### src/rtl/cg_pkg.sv
// Shared definitions for the clock gate: build variants and control-word bit positions.
package cg_pkg;
    typedef enum logic [1:0] {
        CG_NO_GATE = 2'd0,
        CG_HW_ONLY = 2'd1,
        CG_SW_ONLY = 2'd2,
        CG_HW_SW   = 2'd3
    } cg_mode_e;

    localparam int unsigned CG_WORD_W   = 32;
    localparam int unsigned CG_EN_POS   = 0;
    localparam int unsigned CG_SEL_POS  = 1;
    localparam int unsigned CG_STAT_POS = 4;

    // Mode implements a software enable bit.
    function automatic bit cg_has_en(cg_mode_e m);
        return (m == CG_SW_ONLY) || (m == CG_HW_SW);
    endfunction

    // Mode implements the hardware/software select bit.
    function automatic bit cg_has_sel(cg_mode_e m);
        return (m == CG_HW_SW);
    endfunction

    // Mode uses the hardware auto-gate request.
    function automatic bit cg_has_hw(cg_mode_e m);
        return (m == CG_HW_ONLY) || (m == CG_HW_SW);
    endfunction
endpackage

### src/rtl/cg_sync2.sv
// Two-flop synchroniser for one asynchronous level.
// Assumes: the input is a slow level, not a pulse narrower than a clock period.
module cg_sync2 #(
    parameter bit RST_VAL = 1'b0
) (
    input  logic clk,
    input  logic rst_n,
    input  logic d,
    output logic q
);
    logic meta_q;

    // Shift the level through two flops.
    always_ff @(posedge clk) begin
        if (!rst_n) begin
            meta_q <= RST_VAL;
            q      <= RST_VAL;
        end else begin
            meta_q <= d;
            q      <= meta_q;
        end
    end
endmodule

### src/rtl/cg_ctrl_reg.sv
// Control bits of the gate: enable and select.
// Bits the mode does not implement are held at 0 and ignore writes.
// Assumes: a write is a one-cycle strobe with data valid in the same cycle.
module cg_ctrl_reg
    import cg_pkg::*;
#(
    parameter cg_mode_e MODE = CG_HW_SW
) (
    input  logic clk,
    input  logic rst_n,
    input  logic wr_en,
    input  logic wr_en_bit,
    input  logic wr_sel_bit,
    output logic en_q,
    output logic sel_q
);
    localparam bit HAS_EN  = cg_has_en(MODE);
    localparam bit HAS_SEL = cg_has_sel(MODE);

    // Hold the enable and select bits; software owns the gate after reset.
    always_ff @(posedge clk) begin
        if (!rst_n) begin
            en_q  <= HAS_EN;
            sel_q <= HAS_SEL;
        end else if (wr_en) begin
            en_q  <= HAS_EN  & wr_en_bit;
            sel_q <= HAS_SEL & wr_sel_bit;
        end
    end
endmodule

### src/rtl/cg_enable_mux.sv
// Combinational choice of the effective clock-enable for the built mode.
// Assumes: hw_sync has already been synchronised to clk.
module cg_enable_mux
    import cg_pkg::*;
#(
    parameter cg_mode_e MODE       = CG_HW_SW,
    parameter bit       NO_DISABLE = 1'b0
) (
    input  logic hw_sync,
    input  logic en_q,
    input  logic sel_q,
    output logic clk_en
);
    logic unused_mux_in;
    assign unused_mux_in = hw_sync ^ en_q ^ sel_q;

    // Pick the enable source for the mode.
    always_comb begin
        unique case (MODE)
            CG_NO_GATE: clk_en = 1'b1;
            CG_HW_ONLY: clk_en = hw_sync;
            CG_SW_ONLY: clk_en = en_q;
            default:    clk_en = sel_q ? (NO_DISABLE | en_q) : hw_sync;
        endcase
    end
endmodule

### src/rtl/cg_settle.sv
// Delay line that models gate settling: the output trails the input by DEPTH edges.
// Assumes: RST_VAL matches the input's value during reset.
module cg_settle #(
    parameter int unsigned DEPTH   = 3,
    parameter bit          RST_VAL = 1'b1
) (
    input  logic clk,
    input  logic rst_n,
    input  logic d,
    output logic q
);
    logic [DEPTH-1:0] stage_q;

    // The first stage samples the live enable.
    always_ff @(posedge clk) begin
        if (!rst_n) stage_q[0] <= RST_VAL;
        else        stage_q[0] <= d;
    end

    for (genvar i = 1; i < DEPTH; i++) begin : g_stage
        // Each further stage adds one cycle.
        always_ff @(posedge clk) begin
            if (!rst_n) stage_q[i] <= RST_VAL;
            else        stage_q[i] <= stage_q[i-1];
        end
    end

    assign q = stage_q[DEPTH-1];
endmodule

### src/rtl/cg_gate.sv
// Top of the register-controlled clock gate.
// Combines the control bits, the synchronised auto-gate request and the settling status.
// Assumes: SETTLE lies between 2 and 4 (it is clamped into that range).
module cg_gate
    import cg_pkg::*;
#(
    parameter cg_mode_e    MODE       = CG_HW_SW,
    parameter bit          NO_DISABLE = 1'b0,
    parameter int unsigned SETTLE     = 3
) (
    input  logic                 clk,
    input  logic                 rst_n,
    input  logic                 wr_en,
    input  logic [CG_WORD_W-1:0] wr_data,
    output logic [CG_WORD_W-1:0] rd_data,
    input  logic                 hw_req,
    output logic                 clk_en,
    output logic                 gate_status
);
    localparam int unsigned DEPTH  = (SETTLE < 2) ? 2 : ((SETTLE > 4) ? 4 : SETTLE);
    localparam bit          HAS_HW = cg_has_hw(MODE);
    localparam bit          RST_EN = (MODE != CG_HW_ONLY);

    logic hw_sync;
    logic en_q;
    logic sel_q;
    logic unused_wr;

    assign unused_wr = ^wr_data;

    if (HAS_HW) begin : g_hw
        cg_sync2 #(.RST_VAL(1'b0)) sync_i (
            .clk   (clk),
            .rst_n (rst_n),
            .d     (hw_req),
            .q     (hw_sync)
        );
    end else begin : g_no_hw
        logic unused_hw;
        assign unused_hw = hw_req;
        assign hw_sync   = 1'b0;
    end

    cg_ctrl_reg #(.MODE(MODE)) ctrl_i (
        .clk        (clk),
        .rst_n      (rst_n),
        .wr_en      (wr_en),
        .wr_en_bit  (wr_data[CG_EN_POS]),
        .wr_sel_bit (wr_data[CG_SEL_POS]),
        .en_q       (en_q),
        .sel_q      (sel_q)
    );

    cg_enable_mux #(.MODE(MODE), .NO_DISABLE(NO_DISABLE)) mux_i (
        .hw_sync (hw_sync),
        .en_q    (en_q),
        .sel_q   (sel_q),
        .clk_en  (clk_en)
    );

    if (MODE == CG_NO_GATE) begin : g_always_on
        assign gate_status = 1'b1;
    end else begin : g_settle
        cg_settle #(.DEPTH(DEPTH), .RST_VAL(RST_EN)) settle_i (
            .clk   (clk),
            .rst_n (rst_n),
            .d     (clk_en),
            .q     (gate_status)
        );
    end

    // Assemble the read-back word; undefined bits are zero.
    always_comb begin
        rd_data              = '0;
        rd_data[CG_EN_POS]   = en_q;
        rd_data[CG_SEL_POS]  = sel_q;
        rd_data[CG_STAT_POS] = gate_status;
    end
endmodule

### config.mk
export PLATFORM = sky130hd
export DESIGN_NAME = cg_gate
export DESIGN_NICKNAME = d
export VERILOG_FILES = /design/src/rtl/cg_pkg.sv /design/src/rtl/cg_sync2.sv /design/src/rtl/cg_ctrl_reg.sv /design/src/rtl/cg_enable_mux.sv /design/src/rtl/cg_settle.sv /design/src/rtl/cg_gate.sv
export SDC_FILE = /design/constraint.sdc
export NUM_CORES = 1
export LEC_CHECK = 0
export BUFFER_PORTS_ARGS = -buffer_cell sky130_fd_sc_hd__buf_4
export CAP_MARGIN = 20
export CORE_MARGIN = 2
export CORE_UTILIZATION = 25
export CTS_BUF_LIST = sky130_fd_sc_hd__clkbuf_8 sky130_fd_sc_hd__clkbuf_16
export DETAILED_ROUTE_END_ITERATION = 16
export MAX_ROUTING_LAYER = met4
export PLACE_DENSITY = 0.76
export SLEW_MARGIN = 20
export SYNTH_ARGS = -nofsm -noshare
export SYNTH_HDL_FRONTEND = slang
export SYNTH_SLANG_ARGS = --single-unit
### constraint.sdc
create_clock -name clk -period 0.95 [get_ports clk]
set_input_delay 0.19 -clock clk [delete_from_list [all_inputs] [get_ports clk]]
set_output_delay 0.19 -clock clk [all_outputs]
set_load 0.05 [all_outputs]
After elaboration in Yosys (flattened, before gate mapping):

Index checks and enable logic that the tools add are counted.

* flip-flop bits (word level): 7
* input port bits: 36

* mux-type cells: 1

Operators with widths (count)
* 1-bit 2-to-1 mux: 1

Logic depth before layout (Yosys ltp):

* depth in word-level cells: 1
* depth in mapped cells: 2
* depth with buffers taken out: 2

Hierarchy:

From an unflattened synthesis, not the netlist that was laid out.

* cell total of the unflattened synthesis: 50
* area, all modules: 457.9 um2

Modules (own cells, without submodules)
* cg_gate: instances 1, cells an instance 33, area an instance 244.0 um2, sequential area each 0.0 um2
* cg_settle: instances 1, cells an instance 6, area an instance 78.8 um2, sequential area each 60.1 um2
* cg_ctrl_reg: instances 1, cells an instance 6, area an instance 67.6 um2, sequential area each 40.0 um2
* cg_sync2: instances 1, cells an instance 4, area an instance 52.6 um2, sequential area each 40.0 um2
* cg_enable_mux: instances 1, cells an instance 1, area an instance 15.0 um2, sequential area each 0.0 um2

Worst setup path before layout:

OpenSTA, ideal clock, no wires.

* path kind: register to output
* start point: register g_settle.settle_i.stage_q[2] (netlist: g_settle.settle_i.q)
* end point: output port rd_data[4]
* arrival: 0.894 ns
* path slack: -0.134 ns
* stages on the path, launching flop included: 2
* cells stage by stage: dfxtp_1 buf_4

RTL lines
* start: declaration: line cg_settle.sv:12 `logic [DEPTH-1:0] stage_q;`
* start signal: indexed assignment: line cg_settle.sv:24 `else stage_q[i] <= stage_q[i-1];`
* end: declaration: line cg_gate.sv:15 `output logic [CG_WORD_W-1:0] rd_data,`

No word-level cell between the ends.

Worst setup path after layout:

* start point: register ctrl_i.sel_q
* end point: output port clk_en

* longest elaborated chain between the ends: 1

RTL lines
* start: declaration: line cg_ctrl_reg.sv:15 `output logic sel_q`
* start signal: assignment: line cg_ctrl_reg.sv:27 `sel_q <= HAS_SEL & wr_sel_bit;`
* 1-bit 2-to-1 mux: line cg_enable_mux.sv:23 `default: clk_en = sel_q ? (NO_DISABLE | en_q) : hw_sync;`
* end: declaration: line cg_gate.sv:17 `output logic clk_en,`

No other way between the ends.

==> impl_metrics.tcl <==
set metrics [dict create \
    postRouteAntennaNets 0 \
    synth_area_um2 462 \
    drt_first_pass_iters 4 \
    routedWlPerCell_um 5.95 \
    drt_iter0_markers 3 \
    hold_violations 0 \
    ys_seq_area_share_pct 30.4 \
    slew_violations 0 \
    viasPerCell 2.84 \
    synth_top_family_by_area "buffers and inverters" \
    cts_buffers 3 \
    synth-compound-area-share_pct 0 \
    power_frac_seq_pct 28.8 \
    root_buffer "clkbuf_8" \
    rsz0062_at_grt "yes" \
    startpoint_type "flop" \
    insertion_delay_ns 0.22 \
    coreArea_um2 1730 \
    fin_ws_ns -0.251 \
    p_per_area_nw_per_um2 2020 \
    p_int_mw 0.660 \
    pin_count 70 \
    area_growth_pct 18.2 \
    hp-class "in2reg" \
    drc 0 \
    reg2reg_slack_ns 0 \
    critPathKind "reg2out" \
    slowest_stage "dfxtp_2" \
    violations "negative setup slack" \
    skew_ns 0.000639 \
    run_status "finished, violations left" \
    cap_viol_max_count 0 \
    rows 15 \
    clock-sinks 7 \
    synth_cell_types 10 \
    synth_seq_cells 7 \
    cts_tree "built" \
    max_stage_delay_ns 0.33 \
    postLayoutCellArea_um2 546 \
    wirelength_um 541 \
    dpl-instance-area_um2 450 \
    crit_chain "mux2_4 > buf_6" \
    layout_commonest_cell "conb_1" \
    worstPathBufferInverterCount 1 \
    p_switching_mw 0.440 \
    p_sw_share_pct 40.0 \
    hpwl_um 454 \
    clkTransAtPathRegs_ns 0.04 \
    antenna_found_initial 0 \
    post-place-ws_ns -0.0467 \
    initial_core_util_pct 26.7 \
    die-height_um 47.0 \
    drive_above_1_share_pct 33.3 \
    avgSynthCellArea_um2 9.05 \
    cp-end-kind "output pin" \
    synth-simple-area-share_pct 8.40 \
    grt_overflow 0 \
    synthMuxAreaShare_pct 7.59 \
    leakage_nw 0.296 \
    finalCritPeriodShare_pct 126 \
    synth_xor_area_share_pct 0 \
    vdd_drop_max_uv 1300 \
    fin_crit_ns 1.20 \
    cts_max_level 1 \
    vias 258 \
    crit_required_ns 0.76 \
    synthAdderAreaFrac_pct 0 \
    pwr-share-clk_pct 36.1 \
    place_congestion 0.688 \
    synth_cells 51 \
    grt_max_degree 8 \
    clock_path_buffers 2 \
    fmax_mhz 833 \
    setup_viol 4 \
    p_comb_share_pct 35.1 \
    postCtsHoldBufs 0 \
    first_global_vias 215 \
    grt_pass1_wl_um 814 \
    cp_top_family "flip-flops" \
    mostFrequentLayoutCells "29 x conb_1, 10 x buf_4, 4 x dfxtp_1" \
    die_x_um 47.0 \
    critical_path_peak_fanout 2 \
    antenna_cells 0 \
    nets 103 \
    die_area_um2 2210 \
    worstPathArrival_ns 1.01 \
    io_buffers 10 \
    yosys_warnings 0 \
    grtUsageTotal_pct 6.06 \
]
[flip-flops by register name (all words and copies together), names as in the netlist]
register and cells:
g_settle.settle_i.stage_q 2, ctrl_i.en_q 1, ctrl_i.sel_q 1, g_hw.sync_i.meta_q 1
g_hw.sync_i.q 1, g_settle.settle_i.q 1
[cell type report]
class / instances / area, µm²
clock buffers: 3 / 41.3
repair buffers: 15 / 139
fillers: 202 / 1180
flip-flops and latches: 7 / 144
well taps: 25 / 31.3
multi-input cells: 39 / 183
clock inverters: 1 / 3.75
inverters: 1 / 3.75
[routing by layer]
layer | part of all wire [%] | track usage (%) | wire [µm] | vias up
met3 | 12 | 5.77 | 63 | 0
met5 | 0 | - | 0 | -
met1 | 43 | 5.56 | 233 | 117
li1 | - | - | - | 122
met4 | 0 | 1.67 | 0 | 0
met2 | 45 | 9.04 | 244 | 19
[per-stage QoR]
step	cells	setup TNS [ns]	util (%)	hold WS (ns)	power (mW)
after floorplan	79	-0.0902	-	0.252	0.733
after global placement	84	-0.0385	26.1	0.393	0.676
after detailed placement	84	-0.0467	26.1	0.398	0.678
after CTS	90	-0.453	31.2	0.174	1.11
after global routing	91	-0.603	31.6	0.190	1.17
final	91	-0.427	31.6	0.178	1.10
[worst reg2reg max path, stage by stage, from the launching register on]
cell     delay (ns)
dfxtp_2        0.32
buf_4          0.13
buf_6          0.11
buf_4          0.12
mux2i_1        0.11
nand2_1        0.06
[power by group through the flow]
stage                     sequential, mW  clock [mW]  combinational [mW]
after detailed placement           0.320           0               0.358
after CTS                          0.316       0.409               0.381
final                              0.317       0.397               0.386
after global placement             0.320           0               0.357
after global routing               0.317       0.444               0.403
after floorplan                    0.324           0               0.409
[worst paths after layout]
path,start,end,cells past startpoint
setup reg to reg,ctrl_i.sel_q,ctrl_i.sel_q,5
hold / removal,hw_req,g_hw.sync_i.meta_q,2
hold reg to reg,g_settle.settle_i.stage_q[1],g_settle.settle_i.q,1
setup / recovery,ctrl_i.sel_q,clk_en,2
[cells in the mapped netlist]
library cell | n | area [µm²]
buf_4 | 32 | 240
nand2_1 | 2 | 7.51
mux2_4 | 1 | 15.0
conb_1 | 1 | 3.75
nand2b_1 | 2 | 12.5
or2_1 | 1 | 6.26
mux2i_1 | 2 | 20.0
and2_1 | 2 | 12.5
inv_1 | 1 | 3.75
dfxtp_1 | 7 | 140
[cell families after synthesis]
logic type | Yosys count
other | 1
multiplexers | 3
AND/OR/NAND/NOR | 7
buffers and inverters | 33
flip-flops | 7
[what timing repair did]
item | 4_1_cts | 5_1_grt
gates resized for setup | 8 | 1
hold endpoints to repair | 0 | 0
endpoints found under the setup margin | 3 | 5
setup buffers | 2 | 2
cloned | 0 | 0
Note: power is estimated with default switching activity, not from simulation.
